$ cat src/rtl/todPkg.sv
package todPkg;
  localparam int ADDR_W = 3;
  localparam int DATA_W = 32;

  typedef enum logic [ADDR_W-1:0] {
    W_SEC_HI     = 3'd0,
    W_SEC_LO     = 3'd1,
    W_NANOS      = 3'd2,
    W_RSVD       = 3'd3,
    W_PERIOD     = 3'd4,
    W_ADJ_PERIOD = 3'd5,
    W_ADJ_COUNT  = 3'd6
  } wordSel_e;

  typedef struct packed {
    logic loadSecHi;
    logic loadSecLo;
    logic loadNanos;
    logic useAdj;
  } ctrlStrobes_t;
endpackage

$ cat src/rtl/todCtrl.sv
module todCtrl
  import todPkg::*;
#(
  parameter int SEC_W      = 48,
  parameter int NS_W       = 32,
  parameter int FRAC_W     = 16,
  parameter int WNS_W      = 9,
  parameter int CNT_W      = 20,
  parameter int RESET_WHOLE = 8,
  parameter int RESET_FRAC  = 0
) (
  input  logic                 clk,
  input  logic                 rstN,
  input  logic                 wrEn,
  input  logic                 rdEn,
  input  logic [ADDR_W-1:0]    addr,
  input  logic [FRAC_W+WNS_W-1:0] wrData,
  input  logic [SEC_W-1:0]     secIn,
  input  logic [NS_W-1:0]      nsIn,
  output ctrlStrobes_t         strobes,
  output logic [WNS_W-1:0]     perWhole,
  output logic [FRAC_W-1:0]    perFrac,
  output logic [WNS_W-1:0]     adjWhole,
  output logic [FRAC_W-1:0]    adjFrac,
  output logic                 adjActive,
  output logic [DATA_W-1:0]    rdData
);
  localparam int HI_W   = SEC_W - DATA_W;
  localparam int STEP_W = FRAC_W + WNS_W;

  logic [CNT_W-1:0] adjCnt;
  logic             wrPeriod, wrAdjPeriod, wrAdjCount;

  assign wrPeriod    = wrEn && (addr == W_PERIOD);
  assign wrAdjPeriod = wrEn && (addr == W_ADJ_PERIOD);
  assign wrAdjCount  = wrEn && (addr == W_ADJ_COUNT);

  always_comb begin
    strobes.loadSecHi = wrEn && (addr == W_SEC_HI);
    strobes.loadSecLo = wrEn && (addr == W_SEC_LO);
    strobes.loadNanos = wrEn && (addr == W_NANOS);
    strobes.useAdj    = (adjCnt != '0);
  end

  assign adjActive = (adjCnt != '0);

  always_ff @(posedge clk) begin
    if (!rstN) begin
      perWhole <= WNS_W'(RESET_WHOLE);
      perFrac  <= FRAC_W'(RESET_FRAC);
      adjWhole <= '0;
      adjFrac  <= '0;
    end else begin
      if (wrPeriod) begin
        perFrac  <= wrData[FRAC_W-1:0];
        perWhole <= wrData[STEP_W-1:FRAC_W];
      end
      if (wrAdjPeriod) begin
        adjFrac  <= wrData[FRAC_W-1:0];
        adjWhole <= wrData[STEP_W-1:FRAC_W];
      end
    end
  end

  always_ff @(posedge clk) begin
    if (!rstN)               adjCnt <= '0;
    else if (wrAdjCount)     adjCnt <= wrData[CNT_W-1:0];
    else if (adjCnt != '0)   adjCnt <= adjCnt - 1'b1;
  end

  always_comb begin
    rdData = '0;
    if (rdEn) begin
      case (addr)
        W_SEC_HI:     rdData = DATA_W'(secIn[SEC_W-1:DATA_W]);
        W_SEC_LO:     rdData = secIn[DATA_W-1:0];
        W_NANOS:      rdData = DATA_W'(nsIn);
        W_PERIOD:     rdData = DATA_W'({perWhole, perFrac});
        W_ADJ_PERIOD: rdData = DATA_W'({adjWhole, adjFrac});
        W_ADJ_COUNT:  rdData = DATA_W'(adjCnt);
        default:      rdData = '0;
      endcase
    end
  end

  generate
    if (HI_W <= 0) begin : g_badWidth
      initial $error("todCtrl: seconds width must exceed the data word");
    end
  endgenerate
endmodule

$ cat src/rtl/todDatapath.sv
module todDatapath
  import todPkg::*;
#(
  parameter int SEC_W      = 48,
  parameter int NS_W       = 32,
  parameter int FRAC_W     = 16,
  parameter int WNS_W      = 9,
  parameter int NS_PER_SEC = 1000000000
) (
  input  logic               clk,
  input  logic               rstN,
  input  ctrlStrobes_t       strobes,
  input  logic [DATA_W-1:0]  wrData,
  input  logic [WNS_W-1:0]   perWhole,
  input  logic [FRAC_W-1:0]  perFrac,
  input  logic [WNS_W-1:0]   adjWhole,
  input  logic [FRAC_W-1:0]  adjFrac,
  output logic [SEC_W-1:0]   secOut,
  output logic [NS_W-1:0]    nsOut
);
  localparam int HI_W  = SEC_W - DATA_W;
  localparam int SUM_W = NS_W + 1;
  localparam logic [SUM_W-1:0] NS_LIMIT = SUM_W'(NS_PER_SEC);

  logic [FRAC_W-1:0] fracAcc;
  logic [FRAC_W:0]   fracSum;
  logic [WNS_W-1:0]  actWhole;
  logic [FRAC_W-1:0] actFrac;
  logic [SUM_W-1:0]  nsSum;
  logic [SUM_W-1:0]  nsWrapped;
  logic              wrapSec;
  logic              anyLoad;

  assign actWhole = strobes.useAdj ? adjWhole : perWhole;
  assign actFrac  = strobes.useAdj ? adjFrac  : perFrac;
  assign anyLoad  = strobes.loadSecHi | strobes.loadSecLo | strobes.loadNanos;

  always_comb begin
    fracSum   = {1'b0, fracAcc} + {1'b0, actFrac};
    nsSum     = {1'b0, nsOut} + SUM_W'(actWhole) + SUM_W'(fracSum[FRAC_W]);
    wrapSec   = (nsSum >= NS_LIMIT);
    nsWrapped = wrapSec ? (nsSum - NS_LIMIT) : nsSum;
  end

  always_ff @(posedge clk) begin
    if (!rstN) begin
      fracAcc <= '0;
      nsOut   <= '0;
      secOut  <= '0;
    end else if (anyLoad) begin
      fracAcc <= '0;
      if (strobes.loadSecHi) secOut[SEC_W-1:DATA_W] <= wrData[HI_W-1:0];
      if (strobes.loadSecLo) secOut[DATA_W-1:0]     <= wrData;
      if (strobes.loadNanos) nsOut                  <= NS_W'(wrData);
    end else begin
      fracAcc <= fracSum[FRAC_W-1:0];
      nsOut   <= nsWrapped[NS_W-1:0];
      if (wrapSec) secOut <= secOut + 1'b1;
    end
  end
endmodule

$ cat src/rtl/todClock.sv
module todClock
  import todPkg::*;
#(
  parameter int SEC_W       = 48,
  parameter int NS_W        = 32,
  parameter int FRAC_W      = 16,
  parameter int WNS_W       = 9,
  parameter int CNT_W       = 20,
  parameter int RESET_WHOLE = 8,
  parameter int RESET_FRAC  = 0,
  parameter int NS_PER_SEC  = 1000000000
) (
  input  logic              clk,
  input  logic              rstN,
  input  logic              wrEn,
  input  logic              rdEn,
  input  logic [2:0]        addr,
  input  logic [31:0]       wrData,
  output logic [31:0]       rdData,
  output logic [SEC_W-1:0]  secondsOut,
  output logic [NS_W-1:0]   nanosOut,
  output logic              adjActive
);
  localparam int STEP_W = FRAC_W + WNS_W;

  ctrlStrobes_t      strobes;
  logic [WNS_W-1:0]  perWhole, adjWhole;
  logic [FRAC_W-1:0] perFrac, adjFrac;

  todCtrl #(
    .SEC_W(SEC_W), .NS_W(NS_W), .FRAC_W(FRAC_W), .WNS_W(WNS_W),
    .CNT_W(CNT_W), .RESET_WHOLE(RESET_WHOLE), .RESET_FRAC(RESET_FRAC)
  ) u_ctrl (
    .clk(clk), .rstN(rstN), .wrEn(wrEn), .rdEn(rdEn), .addr(addr),
    .wrData(wrData[STEP_W-1:0]), .secIn(secondsOut), .nsIn(nanosOut),
    .strobes(strobes), .perWhole(perWhole), .perFrac(perFrac),
    .adjWhole(adjWhole), .adjFrac(adjFrac), .adjActive(adjActive),
    .rdData(rdData)
  );

  todDatapath #(
    .SEC_W(SEC_W), .NS_W(NS_W), .FRAC_W(FRAC_W), .WNS_W(WNS_W),
    .NS_PER_SEC(NS_PER_SEC)
  ) u_dp (
    .clk(clk), .rstN(rstN), .strobes(strobes), .wrData(wrData),
    .perWhole(perWhole), .perFrac(perFrac),
    .adjWhole(adjWhole), .adjFrac(adjFrac),
    .secOut(secondsOut), .nsOut(nanosOut)
  );
endmodule

$ cat config.mk
export PLATFORM = sky130hd
export DESIGN_NAME = todClock
export DESIGN_NICKNAME = d
export VERILOG_FILES = /design/src/rtl/todPkg.sv /design/src/rtl/todCtrl.sv /design/src/rtl/todDatapath.sv /design/src/rtl/todClock.sv
export SDC_FILE = /design/constraint.sdc
export NUM_CORES = 1
export LEC_CHECK = 0
export ABC_AREA = 1
export BUFFER_PORTS_ARGS = -buffer_cell sky130_fd_sc_hd__buf_2
export CAP_MARGIN = 0
export CORE_MARGIN = 2
export CORE_UTILIZATION = 35
export CTS_CLUSTER_SIZE = 30
export DETAILED_ROUTE_END_ITERATION = 7
export PLACE_DENSITY = 0.61
export SYNTH_ARGS = -nofsm -noshare
export SYNTH_HDL_FRONTEND = slang
export SYNTH_SLANG_ARGS = --single-unit
$ cat constraint.sdc
create_clock -name clk -period 20.2 [get_ports clk]
set_clock_uncertainty 0.2 [all_clocks]
set_input_delay 6.06 -clock clk [delete_from_list [all_inputs] [get_ports clk]]
set_output_delay 6.06 -clock clk [all_outputs]
set_load 0.01 [all_outputs]
# Word level (Yosys, flattened, before mapping)
# Index checks and enable logic that the tools add are counted.
word_totals:
  regBits: 166
  out_inout_bits: 113
  elab_cells: 53
classes:
  reduce_logical: 13
  add_sub_neg: 6
  n_eq_ne: 8
  magnitude_cmp: 1
  bitwise: 3
  mux: 13
ops:
  columns: ["op", "n"]
  rows:
  - ["$pmux 32 s6", 1]
  - ["$mux 32", 5]
  - ["$mux 48", 2]
  - ["$add 48x1->48 const B", 1]
  - ["$mux 20", 2]
  - ["$add 32x9->33", 1]
  - ["$add 33x1->33", 1]
  - ["$ge 33x30->1 const B", 1]
  - ["$mux 16", 2]
  - ["$sub 32x30->32 const B", 1]
  - ["$reduce_bool 20->1", 1]
  - ["$sub 20x1->20 const B", 1]
  - ["$add 16x16->17", 1]
  - ["$eq 3x3->1 const B", 3]
  - ["$mux 9", 1]
  - ["$logic_and 1x1->1", 6]
  - ["$ne 2x1->1 const B", 3]
  - ["$reduce_and 2->1", 2]
  - ["$reduce_bool 2->1", 2]
  - ["$eq 3x1->1 const B", 1]
  - ["$eq 3x2->1 const B", 1]
  - ["$logic_not 3->1", 1]
  - ["$or 1x1->1", 2]
  - ["$reduce_or 2->1", 1]
  - ["$not 1->1", 1]

# Depth between registers and ports, before layout
depth:
  depth_word: 7
  depth_mapped: 51
  ltp_nobuf: 49

# Cells and area by module
# A second synthesis with hierarchy kept.
hier_totals:
  cells_unflattened: 2192
  area_unflattened_um2: 13031.2
by_module_without_submodules:
  columns: ["mod", "area_each_um2", "n_inst", "seq_area_each_um2", "cells_per_inst"]
  rows:
  - ["todDatapath", 8828.5, 1, 1921.8, 1517]
  - ["todCtrl", 4202.8, 1, 1401.3, 675]

# Worst setup path before layout
# OpenSTA, ideal clock, no wires.
synth_path:
  kind: "input-to-output"
  startpoint: "in addr[2]"
  endpoint: "out rdData[8]"
  path_buffers: 3
  cell_stages: 8
  arrival_ns: 7.573
  setup_slack_ns: 6.367
  path_cell_list: "clkbuf_1 inv_1 nand2_1 clkbuf_1 inv_1 clkbuf_1 a2111oi_0 nor2_1"
synth_between:
  elab_chain_cells: 3
  elab_cells_between_ends: 8
synth_rtl:
  columns: ["element", "line", "source"]
  rows:
  - ["start: declaration", "todClock.sv:17", "input logic [2:0] addr,"]
  - ["$eq 3x3->1 (tied with other cells)", "todCtrl.sv:74", "case (addr)"]
  - ["$pmux 32 s6 *", "todCtrl.sv:74", null]
  - ["$mux 32 *", "todCtrl.sv:73", "if (rdEn) begin"]
  - ["end: declaration", "todClock.sv:19", "output logic [31:0] rdData,"]
# Every way passes the cells marked *; elsewhere a longest branch is shown, timed or not.

# Worst setup path after layout
layout_path:
  startpoint: "in addr[1]"
  endpoint: "out rdData[2]"
# Same word-level chain as after synthesis.

==> qor.csv <==
metric,value,unit
status,"complete, no violations",
register area share after synthesis,0.260,
Crit-path slowest cell,nand2_1,
clk root buf,clkbuf_16,
site row count,69,
Setup Viol. Count Final,0,
Power Dens Cells,105,mW/mm^2
M3 GR Usage,0.0614,
clock sinks,166,
Max Cap Viol,0,
Worst slew margin,0.145,
CTS tree,built,
drt wl/cell,19.8,um
final antenna-violating net count,0,
RePlAce Congestion,0.986,
RSZ-0062 raised after global routing,false,
vias per cell,5.52,
Synth cell types,54,
cell family with most CP delay,buffers and inverters,
CTS Hold Bufs,0,
first-pass GRT wire length,81700,um
CP bufs+invs,4,
Worst VDD drop,0.0629,mV
crit path cell chain,"buf_2, inv_1, nor2_1, nand2_1, inv_1, nand2_1, o21ai_0, a21oi_1, o221ai_1, a21oi_1, nor2_1, buf_2",
via count,15165,
"commonest non-fill, non-tap cell in the layout",nand2_1,
Syn Nets,2246,
total grt overflow,0,
share of layout cells above drive strength 1,0.108,
final hold vios,0,
required time worst endpoint,13.94,ns
Max Root-Sink Buffers,2,
leak pwr,6.94,nW
largest net degree at the start of global routing,96,
endpoint class of the critical path,output port,
Post-synth ARST share,0,
Mapped Cells,2177,
Total Negative Setup Slacks,0,ns
busiest layer in global routing,met2,
"Max FO, Critical Path",20,
"EDFF count, synth",0,
Max Freq,66.7,MHz
ant diodes,0,
CP peak stage delay,0.67,ns
first-pass iteration count of the detailed router,6,
Worst-Margin Slew,1.28,ns
worst-skew pair later-pin latency,0.47,ns
initial antenna violation count,0,
"Warnings, synthesis",0,
Inserted Clock Buffers,17,
Total Wirelength,54400,um
Placeable Area,0.0357,mm^2
Worst Hold Class,register to register,
most frequent cells in the layout,"581 x nand2_1, 278 x nor2_1, 275 x inv_1, 192 x o21ai_0, 166 x dfxtp_1",
CP Launch Type,primary input,
Global Route Usage Sum,0.282,
Remaining DRCs,0,
"Top FF cell, synth",dfxtp_1,
io pins,152,
Area Overhead vs Synth,13.2,%
clock-pin slew on the worst setup and hold paths,0.07,ns
final hold slack,0.276,ns
CP arrival,8.74,ns
die area,0.0380,mm^2
NumNets Final,2342,
CP Class,primary input to output port,
post-DP HPWL,42100,um
Iteration-0 DRC Markers,1741,
met2 Use GR,0.418,
vias in the first global route,13433,
met1 Use GR,0.398,
Final Cycle Share,0.742,
filler instances,3975,
Initial Util,0.357,
Max Slew Vio Count,0,
post-layout min period,15.00,ns
buffers added on ports,151,
Resize count post-CTS,0,
"Setup Fix Bufs, Post-CTS",0,
synthesized area per cell,5.86,um^2
Die W,195,um
Die H,195,um
Synth Cell Area,0.0128,mm^2
htree depth,4,
"FF+latch count, synth",166,
## kinds of logic (layout without fill, tap and decap cells)
family	after synthesis	in the layout	synth area share
compound gates	434	434	0.188
xor+xnor	52	52	0.0357
fa+ha+maj	30	30	0.0312
buf+inv	380	489	0.118
flops	166	166	0.260
simple gates	1115	1115	0.367
## cell usage after synthesis, drive strengths merged (28+ instances only)
cell type	n	area, um^2
a21oi	128	652
clkbuf	66	248
dfxtp	166	3320
inv	290	1090
nand2	593	2270
nand3	131	683
nand4	28	175
nor2	292	1130
nor3	39	206
o21ai	206	1030
o22ai	39	244
xor2	50	438
## layer usage
layer  routed length [um]  vias up
met5                    0        -
met4                 2000        0
met3                 5310       93
met2                22800      736
met1                24300     7076
li1                     -     7260
## tightest hold or removal path: stages, from the launching register on
cell and delay [ns]:
dfxtp_1 0.31, inv_1 0.06, a21oi_1 0.06
## registers in the layout, indices dropped and copies added, names as in the netlist
register and flops:
u_dp.secOut 48, u_ctrl.perWhole 9, u_dp.fracAcc 16, u_ctrl.adjWhole 9
u_ctrl.perFrac 16, u_dp.nsOut 32, u_ctrl.adjFrac 16, u_ctrl.adjCnt 20
## cell type report
| cell class | instances | area (um^2) | share of cell area |
|---|---|---|---|
| inverters | 296 | 1110 | 0.0771 |
| clock inverters | 13 | 206 | 0.0143 |
| multi-input cells | 1631 | 7950 | 0.550 |
| clock buffers | 19 | 443 | 0.0307 |
| well taps | 461 | 577 | 0.0399 |
| flip-flops and latches | 166 | 3320 | 0.230 |
| repair buffers | 161 | 833 | 0.0577 |
## stage by stage
stage	cells	instance area [um^2]	setup WS, ns	utilization	total power, mW
after floorplan	2177	12800	6.37	-	0.912
after global placement	2715	13800	5.35	0.386	1.12
after detailed placement	2715	13800	5.27	0.386	1.13
after CTS	2747	14400	5.26	0.404	1.51
after global routing	2747	14400	4.91	0.404	1.62
final	2747	14400	5.20	0.404	1.52
## report_power, final
group          switching [mW]  internal, mW  leakage [nW]
sequential             0.0876         0.391          1.36
combinational           0.450         0.217          5.26
clock                   0.162         0.215         0.319
## path summary, 6_finish.rpt
| check | start | end | slack [ns] | cells past startpoint |
|---|---|---|---|---|
| worst max-delay path | addr[1] | rdData[2] | 5.20 | 12 |
| worst min register to register | u_ctrl.perFrac[2] | u_ctrl.perFrac[2] | 0.28 | 2 |
| worst max register to register | u_ctrl.adjCnt[0] | u_dp.secOut[2] | 10.89 | 47 |
| worst min-delay path | u_ctrl.perFrac[2] | u_ctrl.perFrac[2] | 0.28 | 2 |
No activity file was read; power rests on OpenSTA's default activity.
